File: src/rtl/cpb_pkg.sv
package cpb_pkg;
  typedef enum logic {KIND_LD = 1'b0, KIND_ST = 1'b1} port_kind_e;

  function automatic int cnt_width(input int a, input int b);
    int m;
    m = (a > b) ? a : b;
    return (m < 1) ? 1 : $clog2(m + 1);
  endfunction
endpackage

File: src/rtl/port_budget_ctr.sv
module port_budget_ctr #(
  parameter int PORTS = 2,
  parameter int CW    = 2
) (
  input  logic          clk,
  input  logic          rst_n,
  input  logic          claim,
  input  logic          clear_slot,
  input  logic          clear_aux,
  output logic [CW-1:0] used,
  output logic          avail,
  output logic          reject,
  output logic          full_after
);
  localparam logic [CW-1:0] LIMIT = CW'(PORTS);

  logic [CW-1:0] used_after;

  always_comb begin
    avail      = (used < LIMIT);
    reject     = claim && !avail;
    used_after = (claim && avail) ? used + 1'b1 : used;
    full_after = (used_after == LIMIT);
  end

  always_ff @(posedge clk) begin
    if (!rst_n)                       used <= '0;
    else if (clear_slot || clear_aux) used <= '0;
    else                              used <= used_after;
  end

  AST_CNT_BOUND: assert property (@(posedge clk) disable iff (!rst_n)
    used <= LIMIT);
  AST_CLAIM_INC: assert property (@(posedge clk) disable iff (!rst_n)
    claim && avail && !clear_slot && !clear_aux |=> used == $past(used) + 1'b1);
  AST_REJECT_HOLD: assert property (@(posedge clk) disable iff (!rst_n)
    claim && !avail && !clear_slot && !clear_aux |=> $stable(used));
  AST_SLOT_CLEAR: assert property (@(posedge clk) disable iff (!rst_n)
    clear_slot |=> used == '0);
endmodule

File: src/rtl/cache_block_flag.sv
module cache_block_flag (
  input  logic clk,
  input  logic rst_n,
  input  logic block_set,
  input  logic cache_retry,
  input  logic takeover,
  output logic blocked
);
  always_ff @(posedge clk) begin
    if (!rst_n)                         blocked <= 1'b0;
    else if (cache_retry || takeover)   blocked <= 1'b0;
    else if (block_set)                 blocked <= 1'b1;
  end

  AST_RETRY_CLEARS: assert property (@(posedge clk) disable iff (!rst_n)
    cache_retry |=> !blocked);
  AST_TAKEOVER_CLEARS: assert property (@(posedge clk) disable iff (!rst_n)
    takeover |=> !blocked);
endmodule

File: src/rtl/unblock_gen.sv
module unblock_gen (
  input  logic clk,
  input  logic rst_n,
  input  logic slot_end,
  input  logic ld_full_after,
  input  logic blocked,
  input  logic cache_retry,
  output logic unblock
);
  always_ff @(posedge clk) begin
    if (!rst_n) unblock <= 1'b0;
    else        unblock <= (slot_end && ld_full_after && !blocked) || cache_retry;
  end

  AST_RETRY_PULSE: assert property (@(posedge clk) disable iff (!rst_n)
    cache_retry |=> unblock);
  AST_NO_PULSE_BLOCKED: assert property (@(posedge clk) disable iff (!rst_n)
    slot_end && blocked && !cache_retry |=> !unblock);
  AST_NO_IDLE_PULSE: assert property (@(posedge clk) disable iff (!rst_n)
    !slot_end && !cache_retry |=> !unblock);
endmodule

File: src/rtl/cache_port_budget.sv
module cache_port_budget
  import cpb_pkg::*;
#(
  parameter int LD_PORTS = 2,
  parameter int ST_PORTS = 1,
  parameter int CW       = cnt_width(LD_PORTS, ST_PORTS)
) (
  input  logic          clk,
  input  logic          rst_n,
  input  logic          slot_end,
  input  logic          ld_claim,
  input  logic          st_claim,
  input  logic          block_set,
  input  logic          cache_retry,
  input  logic          takeover,
  output logic          ld_avail,
  output logic          st_avail,
  output logic [CW-1:0] ld_used,
  output logic [CW-1:0] st_used,
  output logic          cache_blocked,
  output logic          unblock,
  output logic          claim_err
);
  localparam int NKIND = 2;

  logic [NKIND-1:0] claim_v, avail_v, reject_v, full_v, aux_v;
  logic [CW-1:0]    used_a [NKIND];

  assign claim_v[KIND_LD] = ld_claim;
  assign claim_v[KIND_ST] = st_claim;
  assign aux_v[KIND_LD]   = 1'b0;
  assign aux_v[KIND_ST]   = takeover;

  for (genvar k = 0; k < NKIND; k++) begin : g_kind
    localparam int KP = (k == int'(KIND_LD)) ? LD_PORTS : ST_PORTS;
    port_budget_ctr #(.PORTS(KP), .CW(CW)) u_ctr (
      .clk        (clk),
      .rst_n      (rst_n),
      .claim      (claim_v[k]),
      .clear_slot (slot_end),
      .clear_aux  (aux_v[k]),
      .used       (used_a[k]),
      .avail      (avail_v[k]),
      .reject     (reject_v[k]),
      .full_after (full_v[k])
    );
  end

  cache_block_flag u_flag (
    .clk         (clk),
    .rst_n       (rst_n),
    .block_set   (block_set),
    .cache_retry (cache_retry),
    .takeover    (takeover),
    .blocked     (cache_blocked)
  );

  unblock_gen u_unblk (
    .clk           (clk),
    .rst_n         (rst_n),
    .slot_end      (slot_end),
    .ld_full_after (full_v[KIND_LD]),
    .blocked       (cache_blocked),
    .cache_retry   (cache_retry),
    .unblock       (unblock)
  );

  assign ld_avail  = avail_v[KIND_LD];
  assign st_avail  = avail_v[KIND_ST];
  assign ld_used   = used_a[KIND_LD];
  assign st_used   = used_a[KIND_ST];
  assign claim_err = |reject_v;

  AST_TAKEOVER_KEEPS_LD: assert property (@(posedge clk) disable iff (!rst_n)
    takeover && !slot_end && !ld_claim |=> $stable(ld_used));
  AST_TAKEOVER_ST: assert property (@(posedge clk) disable iff (!rst_n)
    takeover |=> st_used == '0);
  AST_KINDS_APART: assert property (@(posedge clk) disable iff (!rst_n)
    !ld_claim && !slot_end |=> $stable(ld_used));
endmodule

File: config.mk
export PLATFORM = sky130hd
export DESIGN_NAME = cache_port_budget
export DESIGN_NICKNAME = d
export VERILOG_FILES = /design/src/rtl/cpb_pkg.sv /design/src/rtl/port_budget_ctr.sv /design/src/rtl/cache_block_flag.sv /design/src/rtl/unblock_gen.sv /design/src/rtl/cache_port_budget.sv
export SDC_FILE = /design/constraint.sdc
export NUM_CORES = 1
export LEC_CHECK = 0
export ABC_CLOCK_PERIOD_IN_PS = 1350
export BUFFER_PORTS_ARGS = -buffer_cell sky130_fd_sc_hd__buf_4
export CAP_MARGIN = 25
export CORE_AREA = 2 2 39 41
export DETAILED_ROUTE_END_ITERATION = 8
export DIE_AREA = 0 0 41 43
export SYNTH_ARGS = -nofsm -noshare
export SYNTH_HDL_FRONTEND = slang
export SYNTH_HIERARCHICAL = 1
export SYNTH_SLANG_ARGS = --single-unit
File: constraint.sdc
create_clock -name clk -period 1.35 [get_ports clk]
set_input_delay 0 -clock clk [delete_from_list [all_inputs] [get_ports clk]]
set_output_delay 0 -clock clk [all_outputs]
set_load 0.005 [all_outputs]
* Yosys cells after proc, flatten, opt, wreduce, memory -nomap -nowiden
Cells that the tools add are included.
** Operators by class
- $add $sub $neg :: 2
- Order comparisons :: 2
- Equal/unequal tests :: 1
- Muxes and demuxes :: 1
- Bitwise logic cells :: 1
- Reductions and logical operators :: 16
** Operators by type and width (count)
- OR reduction 2 bit :: 4
- logical AND 1 bit :: 6
- adder 2 x 1 -> 2 bit (second input constant) :: 2
- zero test 1 bit :: 3
- logical OR 1 bit :: 3
- == test 2 bit (second input constant) :: 1
- less-than comparator 2 x 1 -> 1 bit (second input constant) :: 1
- less-than comparator 2 bit (second input constant) :: 1
- two-way mux 2 bit :: 1
- NOT 1 bit :: 1
** Storage, ports and cells
- Bits in registers :: 6
- Output and inout port bits :: 9
- Logic and storage cells :: 27

* Depth between registers and ports, before layout
- Word-level depth :: 7
- Gate-level depth with buffers :: 4
- Depth with buffers taken out :: 4

* By module
The synthesis kept the hierarchy.
** By module, submodules not included
- port_budget_ctr at g_kind[1].u_ctr :: times used 1, cells each 14, area each 128.9 µm², seq. area each 40.0 µm²
- port_budget_ctr at g_kind[0].u_ctr :: times used 1, cells each 12, area each 103.8 µm², seq. area each 40.0 µm²
- cache_block_flag :: times used 1, cells each 3, area each 38.8 µm², seq. area each 20.0 µm²
- unblock_gen :: times used 1, cells each 4, area each 36.3 µm², seq. area each 20.0 µm²
- cache_port_budget :: times used 1, cells each 2, area each 10.0 µm², seq. area each 0.0 µm²

* Worst setup path before layout
OpenSTA, ideal clock, no wires.
- Kind :: register to register
- Start :: reg g_kind[1].u_ctr.used[0]
- End :: reg g_kind[1].u_ctr.used[1]
- Setup time :: 0.115 ns
- Data arrival time :: 1.002 ns
- Path slack :: 0.234 ns
- Stages on the path, launching flop included :: 5
- Buffers on the path :: 0
- Cell sequence :: dfxtp_1 > inv_1 > ha_1 > and3_1 > o21ba_1
** On the way
- Longest elaborated chain between the ends :: 2
** RTL lines
- start, declared :: line port_budget_ctr.sv:10 : output logic [CW-1:0] used,
- start signal, assigned :: line port_budget_ctr.sv:29 : else used <= used_after;
- less-than comparator 2 x 1 -> 1 bit :: line port_budget_ctr.sv:20 : avail = (used < LIMIT);
- via st_avail :: line cache_port_budget.sv:17 : output logic st_avail,
- logical AND 1 bit :: line port_budget_ctr.sv:22 : used_after = (claim && avail) ? used + 1'b1 : used;
The timed path passes the listed nets, and every way through them passes these cells.
A chain may end at the register's enable or synchronous reset.

* Final worst setup path
- Start :: reg g_kind[1].u_ctr.used[0]
- End :: out claim_err
** On the way
- Longest elaborated chain between the ends :: 4
** RTL lines
- less-than comparator 2 x 1 -> 1 bit :: line port_budget_ctr.sv:20
- zero test 1 bit :: line port_budget_ctr.sv:21 : reject = claim && !avail;
- logical AND 1 bit :: line port_budget_ctr.sv:21
- via reject_v[1] :: line cache_port_budget.sv:26 : logic [NKIND-1:0] claim_v, avail_v, reject_v, full_v, aux_v;
- OR reduction 2 bit :: line cache_port_budget.sv:72 : assign claim_err = |reject_v;
- end, declared :: line cache_port_budget.sv:22 : output logic claim_err
The timed path passes the listed nets, and every way through them passes these cells.

==> flow_summary.yaml <==
floorplanning:
  io-pin-count: 17
  die-width_microns: 41
  die-area_sq_mm: 0.00176
  die_height_microns: 43
  design.core.area_sq_mm: 0.00138
  placementRows: 14
  initial_utilization: 0.224
synthesis:
  post_synth_instance_area_sq_um: 310
  syn_nets: 43
  synthesis.area_per_instance_sq_um: 9.13
  synthCells: 34
  ys_warn_count: 6
drt:
  wire_per_inst_microns: 8.83
  detail_route.iter0.violations: 2
  drc: 0
  final_wirelength_microns: 636
  num_vias: 296
  antenna_left: 0
  routed_via_count_divided_by_cell_count: 4.11
  first_pass_iters: 2
sta:
  finalSetupViolations: 0
  post-route-min-period_ns: 1.23
  fin_ws_ns: 0.118
  hold_violations: 0
  grt_setup_unrepaired: "false"
  setup_total_negative_slack_ns: 0
  hold_slack_ns: 0.0342
  clock-skew-final_ns: 0.000111
  min_period_over_period: 0.913
  achievable-frequency_mhz: 812
  slew_viol_final: 0
critical_path:
  setup.worst_path.end_class: "output pin"
  reg2reg_from: "g_kind[1].u_ctr/used[0]$_SDFF_PP0_"
  start_kind: "register"
  critical_path_class: "reg2out"
  crit_arrival_ns: 1.23
  rr_endpoint: "g_kind[1].u_ctr/used[1]$_SDFF_PP0_"
  worstPathRequired_ns: 1.35
  cp_max_fo: 6
  reg2reg_slack_ns: 0.27
  r2r_cells: 4
clocking:
  max-clock-path-buffers: 2
  cts-buffers-inserted: 3
  cts_sinks: 6
  clock_tree.root_cell: "clkbuf_4"
  cts_tree: "done"
  worstSkewPairLatency_ns: 0.24
  clkSlewWorstSetupHoldPaths_ns: 0.05
  htree_num_levels: 1
cells_and_area:
  filler_instances: 148
  num-nets-final: 67
  synthToLayoutAreaGrowth_pct: 65.7
  area.sequential_sq_um: 120
  antennaDiodeCount: 0
  design_area_sq_um: 514
  multiInputGateArea_sq_um: 190
  final_util: 0.372
  post_route_cells_drive_above_1_share: 0.429
place:
  routabilityCongestion: 0.710
  dpl_cell_area_sq_um: 450
  dp.final_hpwl_microns: 479
  pre_cts_ws_ns: 0.218
  placement.io_buffers: 16
global_route:
  grt_max_degree: 7
  track_usage: 0.0974
  grt_pass1_vias: 286
  antenna_found_initial: 0
  wire_length_of_the_first_global_routing_pass_microns: 1060
  globalRoute.totalOverflow: 0
worst_hold_path:
  min_path_cells: 3
  timing.hold.worst.class: "in2reg"
  worst_hold_path.endpoint: "u_unblk/unblock$_SDFF_PN0_"
  hp-start: "slot_end"
power_and_ir_drop:
  leakage_nw: 0.255
  vdd.ir_drop.worst_mv: 0.453
  power.density_mw_per_mm2: 804
outcome:
  run_status: "completed"
job:
  maxCapViolCount: 0
[what timing repair did]
action                                  in CTS  in global routing
endpoints found under the setup margin       0                  2
setup buffers                                0                  0
gates resized for setup                      0                  2
hold buffers                                 4                  0
endpoints found under the hold margin        2                  0
[where the power goes]
group | total, mW | leakage [nW] | switching [mW] | internal (mW)
clock | 0.165 | 0.0138 | 0.0645 | 0.101
sequential | 0.186 | 0.0489 | 0.00316 | 0.182
combinational | 0.0626 | 0.192 | 0.0225 | 0.0401
[flip-flops by register name (all words and copies together) (netlist names)]
| register | cells |
|---|---|
| g_kind.u_ctr/used | 4 |
| u_flag/blocked | 1 |
| u_unblk/unblock | 1 |
[how the worst max path moves through the flow]
stage                                       start  slack, ns                                 end
4_1_cts                                  takeover       0.06         u_flag/blocked$_SDFFE_PP0P_
3_5_place_dp   g_kind[1].u_ctr/used[0]$_SDFF_PP0_       0.22  g_kind[1].u_ctr/used[1]$_SDFF_PP0_
5_1_grt        g_kind[1].u_ctr/used[0]$_SDFF_PP0_       0.03                           claim_err
3_3_place_gp   g_kind[1].u_ctr/used[0]$_SDFF_PP0_       0.26  g_kind[1].u_ctr/used[1]$_SDFF_PP0_
6_report       g_kind[1].u_ctr/used[0]$_SDFF_PP0_       0.12                           claim_err
2_1_floorplan  g_kind[1].u_ctr/used[0]$_SDFF_PP0_       0.25  g_kind[1].u_ctr/used[1]$_SDFF_PP0_
[layout by cell type, fill, tap and decap left out, drive strengths merged, types with 2 or more instances in the layout]
master	n
buf	16
nor2	3
dfxtp	6
clkbuf	3
inv	3
nand2	4
dlygate4sd3	3
a21oi	2
nor2b	2
[per-layer routing]
layer  global-route usage  vias up  part of all wire  wire length, microns
met1               0.0997      128              0.43                   274
met5                    0        -                 0                     0
met3               0.0471        0             0.079                    50
met2                0.131       11              0.49                   312
li1                     -      157                 -                     -
met4                0.100        0                 0                     0
[per-stage QoR]
step | total power, mW | cells
final | 0.413 | 72
after floorplan | 0.209 | 34
after detailed placement | 0.241 | 66
after global routing | 0.441 | 72
after global placement | 0.241 | 66
after CTS | 0.421 | 73
[layout make-up]
| cell class | instances | area share |
|---|---|---|
| repair buffers | 19 | 0.292 |
| flip-flops and latches | 6 | 0.234 |
| inverters | 3 | 0.0219 |
| well taps | 16 | 0.0389 |
| multi-input cells | 25 | 0.370 |
| clock buffers | 3 | 0.0438 |
[worst max-delay path, cell delays in order (launching register included)]
cell	delay, ns
dfxtp_1	0.32
inv_1	0.06
ha_2	0.22
nor2b_1	0.05
or2_1	0.21
buf_4	0.13
No activity file was read; power rests on OpenSTA's default activity.
